`src/rtl/lpm_pkg.sv`:
```
package lpm_pkg;
  typedef enum logic [2:0] {
    ST_RUN     = 3'd0,
    ST_SLEEP   = 3'd1,
    ST_STOP    = 3'd2,
    ST_RESTART = 3'd3,
    ST_GUARD   = 3'd4
  } lpm_state_e;

  typedef enum logic [1:0] {
    PM_DATA  = 2'd0,
    PM_FLOAT = 2'd1,
    PM_ADDR  = 2'd2
  } port_mode_e;
endpackage

```
`src/rtl/lpm_settle_ctr.sv`:
```
module lpm_settle_ctr #(
  parameter int CNT_W       = 24,
  parameter int SETTLE_DFLT = 120000
) (
  input  logic             clk,
  input  logic             rst_n,
  input  logic             osc_en,
  input  logic [CNT_W-1:0] settle_cycles,
  output logic             osc_ready
);
  localparam logic [CNT_W:0] DFLT_W = (CNT_W+1)'(SETTLE_DFLT);

  logic [CNT_W-1:0] cnt_q;
  logic             ready_q;
  logic [CNT_W:0]   limit;
  logic [CNT_W:0]   cnt_inc;

  assign limit   = (settle_cycles == '0) ? DFLT_W : {1'b0, settle_cycles};
  assign cnt_inc = {1'b0, cnt_q} + {{CNT_W{1'b0}}, 1'b1};

  always_ff @(posedge clk or negedge rst_n) begin
    if (!rst_n) begin
      cnt_q   <= '0;
      ready_q <= 1'b1;
    end else if (!osc_en) begin
      cnt_q   <= '0;
      ready_q <= 1'b0;
    end else if (!ready_q) begin
      if (cnt_inc >= limit) ready_q <= 1'b1;
      else                  cnt_q   <= cnt_inc[CNT_W-1:0];
    end
  end

  assign osc_ready = ready_q;

  AST_READY_NEEDS_OSC: assert property (@(posedge clk) disable iff (!rst_n)
    (!osc_en && $past(!osc_en)) |-> !osc_ready);
endmodule

```
`src/rtl/lpm_wake_qual.sv`:
```
module lpm_wake_qual #(
  parameter int NUM_EXT = 2
) (
  input  logic               clk,
  input  logic               rst_n,
  input  logic [NUM_EXT-1:0] ext_irq_n,
  input  logic [NUM_EXT-1:0] ext_irq_en,
  input  logic [NUM_EXT-1:0] ext_irq_lvl,
  input  logic               irq_any,
  output logic               sleep_wake,
  output logic               stop_hold
);
  logic [NUM_EXT-1:0] pin_q;
  logic [NUM_EXT-1:0] lvl_hit;
  logic [NUM_EXT-1:0] edge_hit;

  always_ff @(posedge clk or negedge rst_n) begin
    if (!rst_n) pin_q <= '1;
    else        pin_q <= ext_irq_n;
  end

  for (genvar g = 0; g < NUM_EXT; g++) begin : g_pin
    assign lvl_hit[g]  = ext_irq_en[g] &  ext_irq_lvl[g] & ~ext_irq_n[g];
    assign edge_hit[g] = ext_irq_en[g] & ~ext_irq_lvl[g] & pin_q[g] & ~ext_irq_n[g];
  end

  assign sleep_wake = irq_any | (|lvl_hit) | (|edge_hit);
  assign stop_hold  = |lvl_hit;

  AST_HOLD_NEEDS_LOW_PIN: assert property (@(posedge clk) disable iff (!rst_n)
    stop_hold |-> (ext_irq_n != '1));
endmodule

```
`src/rtl/lpm_pin_ctrl.sv`:
```
module lpm_pin_ctrl
  import lpm_pkg::*;
(
  input  lpm_state_e state,
  input  logic       ext_code,
  output logic       ale_lvl,
  output logic       psen_lvl,
  output logic [1:0] port0_mode,
  output logic [1:0] port2_mode
);
  logic in_sleep;
  logic in_stop;

  assign in_sleep = (state == ST_SLEEP);
  assign in_stop  = (state == ST_STOP) || (state == ST_RESTART);

  always_comb begin
    ale_lvl    = 1'b1;
    psen_lvl   = 1'b1;
    port0_mode = PM_DATA;
    port2_mode = PM_DATA;
    if (in_stop) begin
      ale_lvl  = 1'b0;
      psen_lvl = 1'b0;
    end
    if (ext_code && (in_sleep || in_stop)) port0_mode = PM_FLOAT;
    if (ext_code && in_sleep)              port2_mode = PM_ADDR;
  end
endmodule

```
`src/rtl/lpm_sequencer.sv`:
```
module lpm_sequencer
  import lpm_pkg::*;
#(
  parameter int NUM_EXT     = 2,
  parameter int CNT_W       = 24,
  parameter int SETTLE_DFLT = 120000,
  parameter int MC_CLKS     = 12,
  parameter int GUARD_MC    = 2
) (
  input  logic               clk,
  input  logic               rst_n,
  input  logic               hw_reset,
  input  logic               sleep_req,
  input  logic               stop_req,
  input  logic [NUM_EXT-1:0] ext_irq_n,
  input  logic [NUM_EXT-1:0] ext_irq_en,
  input  logic [NUM_EXT-1:0] ext_irq_lvl,
  input  logic               irq_any,
  input  logic               ext_code,
  input  logic               pcnt_sleep_run,
  input  logic [CNT_W-1:0]   settle_cycles,
  output logic               cpu_clk_en,
  output logic               osc_en,
  output logic               osc_ready,
  output logic               pcnt_run_en,
  output logic               ram_wr_inhibit,
  output logic               sfr_reset,
  output logic               wake_pulse,
  output logic               ale_lvl,
  output logic               psen_lvl,
  output logic [1:0]         port0_mode,
  output logic [1:0]         port2_mode
);
  localparam int GUARD_CYC = MC_CLKS * GUARD_MC;
  localparam int GW        = $clog2(GUARD_CYC + 1);
  localparam logic [GW-1:0] GUARD_LAST = GW'(GUARD_CYC - 1);

  lpm_state_e state_q, state_d;
  logic [GW-1:0] guard_q;
  logic guard_done, sleep_wake, stop_hold, hw_q, hw_rise;
  logic stop_exit, wake_d, sfr_d;

  lpm_wake_qual #(.NUM_EXT(NUM_EXT)) u_wake (
    .clk(clk), .rst_n(rst_n), .ext_irq_n(ext_irq_n), .ext_irq_en(ext_irq_en),
    .ext_irq_lvl(ext_irq_lvl), .irq_any(irq_any),
    .sleep_wake(sleep_wake), .stop_hold(stop_hold)
  );

  lpm_settle_ctr #(.CNT_W(CNT_W), .SETTLE_DFLT(SETTLE_DFLT)) u_settle (
    .clk(clk), .rst_n(rst_n), .osc_en(osc_en),
    .settle_cycles(settle_cycles), .osc_ready(osc_ready)
  );

  lpm_pin_ctrl u_pins (
    .state(state_q), .ext_code(ext_code), .ale_lvl(ale_lvl), .psen_lvl(psen_lvl),
    .port0_mode(port0_mode), .port2_mode(port2_mode)
  );

  assign guard_done = (guard_q == GUARD_LAST);
  assign hw_rise    = hw_reset & ~hw_q;
  assign stop_exit  = osc_ready & ~stop_hold;

  always_comb begin
    state_d = state_q;
    if (hw_reset) begin
      if (state_q == ST_SLEEP || state_q == ST_GUARD) state_d = ST_GUARD;
      else                                            state_d = ST_RUN;
    end else begin
      case (state_q)
        ST_RUN:     if (stop_req) state_d = ST_STOP;
                    else if (sleep_req) state_d = ST_SLEEP;
        ST_SLEEP:   if (sleep_wake) state_d = ST_RUN;
        ST_STOP:    if (stop_hold) state_d = ST_RESTART;
        ST_RESTART: if (stop_exit) state_d = ST_RUN;
        ST_GUARD:   if (guard_done) state_d = ST_RUN;
        default:    state_d = ST_RUN;
      endcase
    end
  end

  assign wake_d = !hw_reset && (((state_q == ST_SLEEP) && sleep_wake) ||
                                ((state_q == ST_RESTART) && stop_exit));
  assign sfr_d  = (hw_rise && state_q != ST_SLEEP && state_q != ST_GUARD) ||
                  (!hw_reset && state_q == ST_GUARD && guard_done);

  always_ff @(posedge clk or negedge rst_n) begin
    if (!rst_n) begin
      state_q    <= ST_RUN;
      guard_q    <= '0;
      hw_q       <= 1'b0;
      wake_pulse <= 1'b0;
      sfr_reset  <= 1'b0;
    end else begin
      state_q    <= state_d;
      hw_q       <= hw_reset;
      wake_pulse <= wake_d;
      sfr_reset  <= sfr_d;
      if (state_q != ST_GUARD) guard_q <= '0;
      else if (!guard_done)    guard_q <= guard_q + 1'b1;
    end
  end

  assign cpu_clk_en     = (state_q == ST_RUN) || (state_q == ST_GUARD);
  assign osc_en         = (state_q != ST_STOP);
  assign ram_wr_inhibit = (state_q == ST_GUARD);
  always_comb begin
    case (state_q)
      ST_RUN, ST_GUARD: pcnt_run_en = 1'b1;
      ST_SLEEP:         pcnt_run_en = pcnt_sleep_run;
      default:          pcnt_run_en = 1'b0;
    endcase
  end

  AST_CLK_NEEDS_OSC: assert property (@(posedge clk) disable iff (!rst_n)
    !osc_en |-> !cpu_clk_en);
  AST_STOP_WINS: assert property (@(posedge clk) disable iff (!rst_n)
    (state_q == ST_RUN && stop_req && !hw_reset) |=> !osc_en);
  AST_WAKE_ONE_CYCLE: assert property (@(posedge clk) disable iff (!rst_n)
    wake_pulse |=> !wake_pulse);
  AST_WAKE_SETTLED: assert property (@(posedge clk) disable iff (!rst_n)
    wake_pulse |-> (osc_ready && cpu_clk_en));
  AST_WAKE_NOT_SFR: assert property (@(posedge clk) disable iff (!rst_n)
    wake_pulse |-> !sfr_reset);
  AST_INHIBIT_FROM_RESET: assert property (@(posedge clk) disable iff (!rst_n)
    $rose(ram_wr_inhibit) |-> $past(hw_reset));
  AST_STOP_STROBES_LOW: assert property (@(posedge clk) disable iff (!rst_n)
    !osc_en |-> (!ale_lvl && !psen_lvl));
  AST_ADDR_ONLY_EXT: assert property (@(posedge clk) disable iff (!rst_n)
    (port2_mode == PM_ADDR) |-> (ext_code && !cpu_clk_en && osc_en));
endmodule

```
`config.mk`:
```
export PLATFORM = sky130hd
export DESIGN_NAME = lpm_sequencer
export DESIGN_NICKNAME = d
export VERILOG_FILES = /design/src/rtl/lpm_pkg.sv /design/src/rtl/lpm_settle_ctr.sv /design/src/rtl/lpm_wake_qual.sv /design/src/rtl/lpm_pin_ctrl.sv /design/src/rtl/lpm_sequencer.sv
export SDC_FILE = /design/constraint.sdc
export NUM_CORES = 1
export LEC_CHECK = 0
export BUFFER_PORTS_ARGS = -buffer_cell sky130_fd_sc_hd__buf_2
export CAP_MARGIN = 20
export CELL_PAD_IN_SITES_DETAIL_PLACEMENT = 1
export CELL_PAD_IN_SITES_GLOBAL_PLACEMENT = 2
export CORE_UTILIZATION = 35
export CTS_CLUSTER_SIZE = 28
export DETAILED_ROUTE_END_ITERATION = 8
export PLACE_DENSITY = 0.85
export SLEW_MARGIN = 20
export SYNTH_ARGS = -nofsm -noshare
export SYNTH_HDL_FRONTEND = slang
export SYNTH_SLANG_ARGS = --single-unit
```
`constraint.sdc`:
```
create_clock -name clk -period 3.9 [get_ports clk]
set_clock_uncertainty 0.05 [all_clocks]
set_input_delay 0.78 -clock clk [delete_from_list [all_inputs] [get_ports clk]]
set_output_delay 0.78 -clock clk [all_outputs]
set_load 0.02 [all_outputs]
```
# Word-level counts from Yosys, hierarchy flattened

Index checks and enable logic that the tools add are counted.

Output and inout bits: 13
Register bits after elaboration: 38

Reduce and logical (&&, ||, !) cells: 23
Add/subtract/negate cells: 2
Order comparisons: 1
Bitwise logic cells: 20
Equal/unequal tests: 16
Muxes and demuxes: 22

Operators by type and width:

| cell                  | count |
|---|---|
| $mux 24               | 4 |
| $add 24x1->25 const B | 1 |
| $ge 25x25->1          | 1 |
| $logic_not 24->1      | 1 |
| $mux 3                | 8 |
| $pmux 3 s5            | 1 |
| $and 1x1->1           | 12 |
| $ne 3x3->1 const B    | 4 |
| $mux 5                | 2 |
| $logic_and 1x1->1     | 9 |
| $eq 3x2->1 const B    | 2 |
| $logic_or 1x1->1      | 6 |
| $ne 3x2->1 const B    | 2 |
| $not 1->1             | 6 |
| $reduce_or 2->1       | 3 |
| $add 5x1->5 const B   | 1 |
| $eq 5x5->1 const B    | 1 |
| $mux 1                | 5 |
| $reduce_and 5->1      | 1 |
| $ne 2x2->1 const B    | 2 |
| $ne 4x4->1 const B    | 1 |
| $eq 3x1->1 const B    | 1 |
| $eq 3x3->1 const B    | 1 |
| $logic_not 3->1       | 1 |
| 7 further kinds       | 8 |

# Depth between registers and ports, before layout

Gate-level depths: netlist (run 1).

Word-level depth: 9
Depth in mapped cells: 15
Mapped depth without buffers: 13

# By module

From an unflattened synthesis (run 1), not the netlist that was laid out.

Cells, all modules: 356
Area total of the unflattened synthesis: 3036.7 µm²

By module, submodules not included:

| module         | times used | area an instance (µm²) | cells an instance | seq. area each (µm²) |
|---|---|---|---|---|
| lpm_settle_ctr | 1          | 2293.4                 | 277               | 626.9 |
| lpm_sequencer  | 1          | 581.8                  | 60                | 275.3 |
| lpm_wake_qual  | 1          | 105.1                  | 11                | 52.6 |
| lpm_pin_ctrl   | 1          | 56.3                   | 8                 | 0.0 |

# Worst setup path before layout (run 1)

OpenSTA, ideal clock, no wires.

Path type: input port to flip-flop
Start point: input settle_cycles[19]
End point: register u_settle.cnt_q[4]
Path slack: 0.609 ns
Stages on the path: 12
Data arrival time: 3.105 ns
Library setup time: 0.136 ns
Buffers on the path: 2
Required time: 3.714 ns
Cell sequence: nor4_1 -> nand4_1 -> nor2_1 -> nor2_1 -> ha_1 -> nand4_1 -> or4_1 -> clkbuf_1 -> o21ba_4 -> clkbuf_1 -> or4_1 -> a21oi_1

Word-level cells in the longest chain between the ends: 5

RTL lines:

| item                           | line                 | text |
|---|---|---|
| start: declaration             | lpm_sequencer.sv:21  | `input logic [CNT_W-1:0] settle_cycles,` |
| $logic_not 24->1               | lpm_settle_ctr.sv:18 | `assign limit = (settle_cycles == '0) ? DFLT_W : {1'b0, settle_cycles};` |
| $mux 24 (*)                    | lpm_settle_ctr.sv:18 |  |
| $ge 25x25->1 (*)               | lpm_settle_ctr.sv:29 | `if (cnt_inc >= limit) ready_q <= 1'b1;` |
| $ne 2x2->1 (no line) (*)       | n/a                  |  |
| $reduce_and 2->1 (no line) (*) | n/a                  |  |
| end signal: assignment         | lpm_settle_ctr.sv:30 | `else cnt_q <= cnt_inc[CNT_W-1:0];` |
| end: declaration               | lpm_settle_ctr.sv:13 | `logic [CNT_W-1:0] cnt_q;` |

Every way passes the cells marked *; elsewhere a longest branch is shown, timed or not.
A chain may end at the register's enable or synchronous reset.

# Worst setup path in the final report (run 1)

Start point: register u_settle.cnt_q[0]
End point: register u_settle.cnt_q[1]

Word-level cells in the longest chain between the ends: 4
Elaborated cells between the ends (all ways): 7
Those cells by class: 1 x add/sub; 1 x order compare; 1 x eq/ne; 3 x mux; 1 x reduce/logical

RTL lines:

| item                                                  | line                 | text |
|---|---|---|
| $add 24x1->25 (*)                                     | lpm_settle_ctr.sv:19 | `assign cnt_inc = {1'b0, cnt_q} + {{CNT_W{1'b0}}, 1'b1};` |
| $ge 25x25->1 or $mux 24 (tied branches)               | lpm_settle_ctr.sv:29 |  |
| $ne 2x2->1 (no line) or $mux 24 (tied branches)       | n/a                  |  |
| $reduce_and 2->1 (no line) or $mux 24 (tied branches) | n/a                  |  |

Every way passes the cells marked *; elsewhere a longest branch is shown, timed or not. The select of a mux whose other input is x is not followed.

==> results.toml, run 1 <==
[worst_setup_path]
critPathMaxFanout = 42
worstPathArrival_ns = 3.81
required_ns = 4.03
critPathLaunchType = "flop"
timing.rr.start = "u_settle.cnt_q[0]$_DFFE_PN0P_"
path_class = "flop to flop"
startpoint = "u_settle.cnt_q[0]$_DFFE_PN0P_"
endpoint_kind = "flop"
ff2ff_path_depth = 12

[clock_tree]
cts_made_buffers = 5
clk_path_buf_depth = 2
cts_root_buf = "clkbuf_8"
clock-sinks = 38
clkTransAtPathRegs_ns = 0.08
cts_hold_buffers = 0
cts_tree = "done"
clock_latency_ns = 0.30
htreeDepth = 2

[place]
post-dp-hpwl_um = 6510
place_congestion = 0.821
port_buffers = 48
dpl_cell_area_um2 = 3510

[run]
cap_violations = 0

[global_routing]
grt_max_degree = 43
grt_pass1_vias = 3058
grt_antenna_before_repair = 0
track_usage_pct = 19.2
grt_pass1_wl_um = 14900
overflow = 0

[timing]
max_freq_mhz = 271
setup_tns_ns = 0
drv_slew = 0
rsz0062_at_grt = "false"
slew-limit-headroom_pct = 40.1
tightest_slew_ns = 0.898
fin_crit_sh_pct = 94.6
finalHoldViolations = 0
holdWs_ns = 0.433
period_minus_slack_ns = 3.69
setup_viol = 0

[power_and_ir_drop]
seq_power_share_pct = 36.8
peakVddDrop_mv = 0.209
internal_power_w = 0.000889
p_switching_w = 0.000553
p_leak_nw = 1.72
power_density_nw_per_um2 = 393
clkPwrFrac_pct = 28.6
pwr-share-comb_pct = 34.5
p_sw_share_pct = 38.4

[routing]
drtIter0Drc = 114
wl_um = 8620
drtPass1Iterations = 5
ant_nets = 0
routed_via_density = 5.68
drt_drc_violations_left = 0
vias = 2948
wl_per_cell_um = 16.6

[die]
die-area_um2 = 9460
die_h_um = 97.3
start_util_pct = 36.2
core_um2 = 8760
fp-row-count = 34
die_w_um = 97.3
io_pins = 51

[layout]
nets = 474
layout.core_utilization_pct = 41.8
area_delta_synth_final_pct = 15.4
diodes = 0
fin_area_um2 = 3660
final_layout_size_suffix_gt1_share_pct = 20.2

[yosys]
synth_area_leaders = "dfrtp_1, ha_1, a21oi_1, nor2_1, xnor2_1"
synth_cell_types = 58
synth_most_common_cell = "dfrtp_1"
synth_common_cells = "dfrtp_1, nor2_1, a21oi_1, ha_1"
syn_area_um2 = 3180
synth_ff_type = "dfrtp_1"
yosysWarnings = 0
syn_inst = 367
syn_avg_cell_area_um2 = 8.65
synth_top_area_share_pct = 27.6
async_flop_share_pct = 100
yosysSeqAreaShare_pct = 30.1
synth_edf_count = 0
ys_seq_elements = 38
synth_area_leader_cell = "dfrtp_1"

[outcome]
status = "completed"

[hold_path]
min_path_type = "flop to flop"
hp-start = "hw_q$_DFF_PN0_"
holdPathStages = 1
path summary, 6_finish.rpt:
kind                                                  end  slack, ns
max in group asynchronous   u_settle.cnt_q[0]$_DFFE_PN0P_       2.63
hold / removal                        sfr_reset$_DFF_PN0_       0.43
setup reg to reg            u_settle.cnt_q[1]$_DFFE_PN0P_       0.21
setup / recovery            u_settle.cnt_q[1]$_DFFE_PN0P_       0.21
hold reg to reg                       sfr_reset$_DFF_PN0_       0.43
min in group asynchronous  u_settle.cnt_q[20]$_DFFE_PN0P_       0.55
critical path: stages (launching register included):
cell	delay [ns]
dfrtp_2	0.44
ha_1	0.28
nand3_4	0.17
nor4_4	0.40
nand4_1	0.23
xnor2_1	0.20
ha_1	0.34
nand4_1	0.14
or4_1	0.60
o21ba_4	0.27
buf_12	0.19
nor2_1	0.10
mux2i_1	0.13
state kept, by name (all words and copies together), names as in the netlist:
signal / count
sfr_reset: 1
state_q: 3
u_settle.cnt_q: 24
u_wake.pin_q: 2
wake_pulse: 1
guard_q: 5
u_settle.osc_ready: 1
hw_q: 1
power by group through the flow:
stage          clock (W)  sequential [W]  combinational (W)
6_report        0.000413        0.000531           0.000498
5_1_grt         0.000439        0.000542           0.000564
4_1_cts         0.000425        0.000530           0.000506
3_5_place_dp           0        0.000537           0.000501
3_3_place_gp           0        0.000533           0.000486
2_1_floorplan          0        0.000500           0.000363
per-layer routing:
metal	up-vias	global-route usage, %	share of wire, %
li1	1447	-	-
met1	1451	25.4	47
met2	41	33.3	49
met3	9	2.66	2.2
met4	0	4.52	1.2
met5	-	0	0
placed cells by master, fill, tap and decap left out, types with 6 or more instances in the layout:
cell     Yosys  routed
nand2_1     25      25
or4_1       16      16
o31ai_1     16      16
xor2_1      11      11
ha_1        26      26
a21oi_1     28      28
nor3_1       7       6
buf_2        1      48
dfrtp_1     35      34
nor2_1      33      32
inv_1       25      25
nand4_1     14      14
nand3_1     11      11
and3_1       6       6
xnor2_1     14      14
nor4_1       8       7
cell families after synthesis:
kind of cell             synth area share (%)
buffers and inverters                    6.89
XOR/XNOR                                 6.90
other                                   0.118
AND/OR/NAND/NOR                          27.9
flip-flops                               30.1
adder cells (fa/ha/maj)                  10.2
multiplexers                            0.630
AO/OA/AOI/OAI                            17.3
what timing repair did:
item,4_1_cts,5_1_grt
endpoints found under the setup margin,0,20
setup buffers,0,0
gates resized for setup,0,5
stage by stage:
| stage | worst slack (ns) | std cells | total power, W |
|---|---|---|---|
| finish | 0.211 | 519 | 0.00144 |
| global route | 0.0180 | 519 | 0.00154 |
| CTS | 0.0932 | 519 | 0.00146 |
| detailed placement | -0.000500 | 511 | 0.00104 |
| global placement | 0.149 | 511 | 0.00102 |
| floorplan | 0.609 | 368 | 0.000863 |
cell type report:
cell class	instances	area, um2
Fill cell	1065	5100
Multi-Input combinational cell	285	2020
Sequential cell	38	956
Timing Repair Buffer	55	318
Tap cell	108	135
Inverter	25	93.8
Clock buffer	5	68.8
Clock inverter	3	68.8
Note: power is estimated with default switching activity, not from simulation.
==> inputs of run 2 (changes only) <==
- CTS_BUF_LIST: not set -> sky130_fd_sc_hd__clkbuf_16
==> run 2 against run 1 <==
Fmax rose by 0.98%. Sequential power barely moved. First-iteration DRC count rose by 1.8%. Non-clock buffer count did not move. Critical path depth rose by 1. Combinational power rose by 0.8%. Power rose by 9.0%. Design area rose by 1.5%. Utilization rose by 0.61 points. Global-route usage rose by 0.27 points. Largest power group is now the clock network. Sequential share of layout area fell by 0.38 points. Clock power rose by 30%.
==> results.toml, run 2 (same netlist as run 1, synthesis figures left out) <==
[worst_setup_path]
critPathMaxFanout = 42
path_cells = "ha_2, nand3_4, nor4_4, nand4_1, xnor2_1, ha_1, nand4_1, nor2_1, a22oi_1, nand3_2, buf_12, or4_1, a21oi_1"
max_stage_delay_ns = 0.49
cpMostUsedCell = "nand4_1"
required_ns = 4.05
worstPathArrival_ns = 3.81
cp.depth = 13
ff2ff_path_depth = 13
startpoint = "u_settle.cnt_q[0]$_DFFE_PN0P_"
timing.rr.start = "u_settle.cnt_q[0]$_DFFE_PN0P_"
critPathCapture = "u_settle.cnt_q[9]$_DFFE_PN0P_"
endpoint_kind = "flop"
r2r-end = "u_settle.cnt_q[9]$_DFFE_PN0P_"
r2r_slack_ns = 0.25
path_class = "flop to flop"
critPathLaunchType = "flop"
cp_top_family = "simple AND/OR/NAND/NOR gates"
slowest_stage = "or4_1"
crit_buf_inv = 1

[clock_tree]
clkTransAtPathRegs_ns = 0.06
clk_path_buf_depth = 2
clock-sinks = 38
cts_tree = "done"
postCtsSetupBuffers = 0
htreeDepth = 2
clock_latency_ns = 0.28
cts_made_buffers = 5
cts_root_buf = "clkbuf_16"

[timing]
slew-limit-headroom_pct = 40.2
setup_viol = 0
max_freq_mhz = 274
period_minus_slack_ns = 3.65
tightest_slew_ns = 0.898
rsz0062_at_grt = "false"
finalHoldViolations = 0
setup_tns_ns = 0
fin_crit_sh_pct = 93.7
drv_slew = 0
holdWs_ns = 0.429

[die]
io_pins = 51
die_h_um = 97.3
die-area_um2 = 9460
fp-row-count = 34
start_util_pct = 36.2
die_w_um = 97.3
core_um2 = 8760

[routing]
drtPass1Iterations = 4
routed_via_density = 5.69
drt_drc_violations_left = 0
ant_nets = 0
wl_um = 8740
wl_per_cell_um = 16.8
drtIter0Drc = 116
vias = 2952

[power_and_ir_drop]
peakVddDrop_mv = 0.236
power_density_nw_per_um2 = 422
p_leak_nw = 1.75

[layout]
final_common_cell = "buf_2"
fin_area_um2 = 3720
top_register = "u_settle.cnt_q"
final_cell_mix = "buf_2, dfrtp_1, nor2_1, a21oi_1"
layout.core_utilization_pct = 42.4
diodes = 0
largest_registers = "u_settle.cnt_q (24), guard_q (5), state_q (3)"
area_delta_synth_final_pct = 17.1
final_layout_size_suffix_gt1_share_pct = 20.2
largest_reg_flops = 24
nets = 474

[global_routing]
overflow = 0
grt_antenna_before_repair = 0
grt_pass1_vias = 3090
grt_max_degree = 43
track_usage_pct = 19.5
grt_pass1_wl_um = 15100

[outcome]
status = "completed"

[place]
post-dp-hpwl_um = 6510
dpl_cell_area_um2 = 3510
place_congestion = 0.821
port_buffers = 48

[hold_path]
min_path_type = "flop to flop"

[run]
cap_violations = 0
[run 2: cell count changes in the layout (fill, tap and decap cells not counted)]
cell / change
a22oi_1: +1
clkbuf_8: -5
ha_2: +1
ha_1: -1
a22oi_2: -1
clkbuf_16: +5
[run 2: worst reg2reg max path: stages (launching register included)]
cell and delay, ns:
dfrtp_2 0.44, ha_2 0.26, nand3_4 0.16, nor4_4 0.39
nand4_1 0.24, xnor2_1 0.26, ha_1 0.30, nand4_1 0.13
nor2_1 0.05, a22oi_1 0.29, nand3_2 0.14, buf_12 0.19
or4_1 0.50, a21oi_1 0.17
[run 2: metrics by stage]
step	instances	total power (W)	setup WS, ns
6_report	519	0.00157	0.247
5_1_grt	519	0.00168	0.0241
4_1_cts	519	0.00158	0.105
3_5_place_dp	511	0.00104	-0.000500
3_3_place_gp	511	0.00102	0.149
2_1_floorplan	368	0.000863	0.609
[run 2: cell type report]
class	count	area, um2
clock buffers	5	125
well taps	108	135
repair buffers	55	318
fillers	1055	5040
flip-flops and latches	38	956
inverters	25	93.8
multi-input cells	285	2020
clock inverters	3	68.8
[run 2: worst min path at each step]
| stage | start | end | slack (ns) | cells after the start |
|---|---|---|---|---|
| global route | hw_q$_DFF_PN0_ | sfr_reset$_DFF_PN0_ | 0.44 | 1 |
| CTS | hw_q$_DFF_PN0_ | sfr_reset$_DFF_PN0_ | 0.43 | 1 |
| detailed placement | hw_q$_DFF_PN0_ | sfr_reset$_DFF_PN0_ | 0.42 | 1 |
| finish | hw_q$_DFF_PN0_ | sfr_reset$_DFF_PN0_ | 0.43 | 1 |
| floorplan | hw_q$_DFF_PN0_ | sfr_reset$_DFF_PN0_ | 0.40 | 1 |
| global placement | hw_q$_DFF_PN0_ | sfr_reset$_DFF_PN0_ | 0.42 | 1 |
[run 2: power breakdown]
group | internal, W | total [W] | leakage [nW] | switching (W)
logic | 0.000193 | 0.000502 | 1.14 | 0.000310
registers | 0.000443 | 0.000533 | 0.507 | 0.0000898
clock network | 0.000368 | 0.000535 | 0.0940 | 0.000168
[run 2: layer usage]
metal | vias up | GRT usage [%] | wire (um)
met5 | - | 0 | 0
met3 | 8 | 2.66 | 208
li1 | 1456 | - | -
met1 | 1449 | 25.7 | 4090
met4 | 0 | 3.85 | 83
met2 | 39 | 34.2 | 4360
[run 2: timing repair]
action	CTS	global route
setup endpoints to repair	0	18
hold buffers	0	0
resized for setup	0	5
==> inputs of run 3 (changes only) <==
- ABC_AREA: not set -> 1
- CORE_UTILIZATION: 35 -> 32
- CTS_CLUSTER_SIZE: 28 -> not set
- MAX_ROUTING_LAYER: not set -> met4
- PLACE_DENSITY: 0.85 -> 0.83
==> run 3 against run 2 <==
Setup slack gained 0.074 ns. Clock power up 1%. Critical path depth grew 4. First-iteration DRC count is 53% lower. Design area increased by 2.4%. Sequential share of layout area is 0.63 points lower. Largest cell class unchanged.
==> results.toml, run 3 <==
[power_and_ir_drop]
total_power_w = 0.00161
p_sw_share_pct = 38.3
pwr-share-comb_pct = 34.8
p_leak_nw = 2.01
internal_power_w = 0.000995
p_switching_w = 0.000618
peakVddDrop_mv = 0.166
seq_power_share_pct = 31.6
clkPwrFrac_pct = 33.6
power_density_nw_per_um2 = 423

[clock_tree]
cts_root_buf = "clkbuf_16"
clock_latency_ns = 0.29
cts_made_buffers = 5
ctsResizeCount = 0
clkTransAtPathRegs_ns = 0.06
clock-sinks = 38
clk_path_buf_depth = 2
postCtsSetupBuffers = 0
cts_hold_buffers = 0
cts_tree = "done"
htreeDepth = 2

[die]
die_w_um = 103
die-area_um2 = 10700
die_h_um = 103
start_util_pct = 33.2
io_pins = 51
fp-row-count = 36
core_um2 = 9860

[routing]
wl_um = 9420
ant_nets = 0
drtIter0Drc = 54
drt_drc_violations_left = 0
wl_per_cell_um = 14.7
drtPass1Iterations = 4
vias = 3171
routed_via_density = 4.94

[global_routing]
track_usage_pct = 20.0
grt_max_degree = 50
overflow = 0
grt_antenna_before_repair = 0
grt_pass1_wl_um = 15700
grt_pass1_vias = 3250

[outcome]
status = "completed"

[worst_setup_path]
path_class = "flop to flop"
ff2ff_path_depth = 17
worstPathArrival_ns = 3.74
critPathLaunchType = "flop"
path_cells = "ha_1, nand2_2, nor2_4, nand2_4, nor2_4, nand2_1, xnor2_2, ha_1, nand2_1, inv_1, nand2_1, nand2_1, a21oi_2, nand3_2, nor2_2, nand4_1, nand2_1"
critPathMaxFanout = 24
cp.depth = 17
max_stage_delay_ns = 0.82
crit_buf_inv = 1
required_ns = 4.07
cp_top_family = "simple AND/OR/NAND/NOR gates"
cpMostUsedCell = "nand2_1"
slowest_stage = "nor2_2"
endpoint_kind = "flop"

[timing]
rsz0062_at_grt = "false"
drv_slew = 0
layout_setup_ws_ns = 0.321
max_freq_mhz = 279
slew-limit-headroom_pct = 27.7
period_minus_slack_ns = 3.58
setup_viol = 0
fin_crit_sh_pct = 91.8
finalHoldViolations = 0
tightest_slew_ns = 1.08
holdWs_ns = 0.388
setup_tns_ns = 0

[layout]
layout.core_utilization_pct = 38.6
largest_registers = "u_settle.cnt_q (24), guard_q (5), state_q (3)"
regArea_um2 = 955
nets = 572
diodes = 0
area_delta_synth_final_pct = 16.1
final_common_cell = "nand2_1"
largest_reg_flops = 24
multi_input_area_um2 = 2010
top_register = "u_settle.cnt_q"
final_layout_size_suffix_gt1_share_pct = 17.7
final_cell_mix = "nand2_1, inv_1, buf_2, nor2_1, nand3_1"
fillCellCount = 1271

[yosys]
synth_top_area_share_pct = 26.7
synth_common_cells = "nand2_1, inv_1, nor2_1, nand3_1, dfrtp_1"
synth_area_leader_cell = "dfrtp_1"
async_flop_share_pct = 100
synth_most_common_cell = "nand2_1"
synth_edf_count = 0
ys_seq_elements = 38
yosysWarnings = 0
syn_inst = 465
synth_ff_type = "dfrtp_1"
synth_area_leaders = "dfrtp_1, nand2_1, ha_1, inv_1, nand4_1"
syn_avg_cell_area_um2 = 7.05
syn_area_um2 = 3280
synth_cell_types = 39
yosysSeqAreaShare_pct = 29.1

[hold_path]
min_path_type = "flop to flop"
holdPathStages = 1

[place]
post-dp-hpwl_um = 7340
dp_slack_ns = 0.0828
port_buffers = 48
place_congestion = 0.783

[run]
cap_violations = 0
[run 3: cell types whose count changed in the layout (fill, tap and decap cells not counted), sizes merged, moves of 5 or more]
cell	delta
o31ai	-15
nand3	+25
inv	+32
or4	-16
o2111ai	-5
nor2	+25
a21oi	-17
nand4	+14
and3	-6
nand3b	+5
xnor2	-8
nand2	+106
[run 3: kinds of logic (layout without fill, tap and decap cells)]
family                   Yosys count  in the layout  share of synthesized area (%)
AO/OA/AOI/OAI                     26             26                           4.58
AND/OR/NAND/NOR                  283            283                           41.4
buffers and inverters             74            117                           9.77
multiplexers                       1              1                          0.343
XOR/XNOR                          16             16                           4.73
adder cells (fa/ha/maj)           26             26                           9.92
flip-flops                        38             38                           29.1
other                              1              2                          0.114
[run 3: power groups by stage]
| stage | Combinational, W | Clock, W | Sequential (W) |
|---|---|---|---|
| floorplan | 0.000398 | 0 | 0.000497 |
| global placement | 0.000545 | 0 | 0.000514 |
| detailed placement | 0.000567 | 0 | 0.000517 |
| CTS | 0.000569 | 0.000550 | 0.000510 |
| global route | 0.000636 | 0.000561 | 0.000518 |
| finish | 0.000561 | 0.000542 | 0.000509 |
[run 3: layer usage]
| metal | vias to the layer above | global-route usage [%] | share of wire, % |
|---|---|---|---|
| met5 | - | - | 0 |
| met4 | 0 | 3.68 | 0.73 |
| met3 | 8 | 2.22 | 2.7 |
| met2 | 32 | 34.5 | 49 |
| met1 | 1523 | 25.5 | 48 |
| li1 | 1608 | - | - |
[run 3: layout make-up]
class	instances	share of cell area (%)
Sequential cell	38	25.1
Multi-Input combinational cell	354	52.7
Clock inverter	3	1.81
Inverter	57	5.62
Timing Repair Buffer	52	7.10
Tap cell	133	4.37
Clock buffer	5	3.29
[run 3: final timing paths]
check | start | end | slack, ns
max | u_settle.cnt_q[1]$_DFFE_PN0P_ | u_settle.cnt_q[7]$_DFFE_PN0P_ | 0.32
min | hw_q$_DFF_PN0_ | sfr_reset$_DFF_PN0_ | 0.39
max reg2reg | u_settle.cnt_q[1]$_DFFE_PN0P_ | u_settle.cnt_q[7]$_DFFE_PN0P_ | 0.32
min reg2reg | hw_q$_DFF_PN0_ | sfr_reset$_DFF_PN0_ | 0.39
max in group asynchronous | rst_n | u_settle.cnt_q[0]$_DFFE_PN0P_ | 2.62
min in group asynchronous | rst_n | u_settle.cnt_q[21]$_DFFE_PN0P_ | 0.60
[run 3: through the flow]
stage	cell area [um2]	std cells
3_3_place_gp	3610	634
2_1_floorplan	3280	466
4_1_cts	3810	642
3_5_place_dp	3610	634
6_report	3810	642
5_1_grt	3810	642
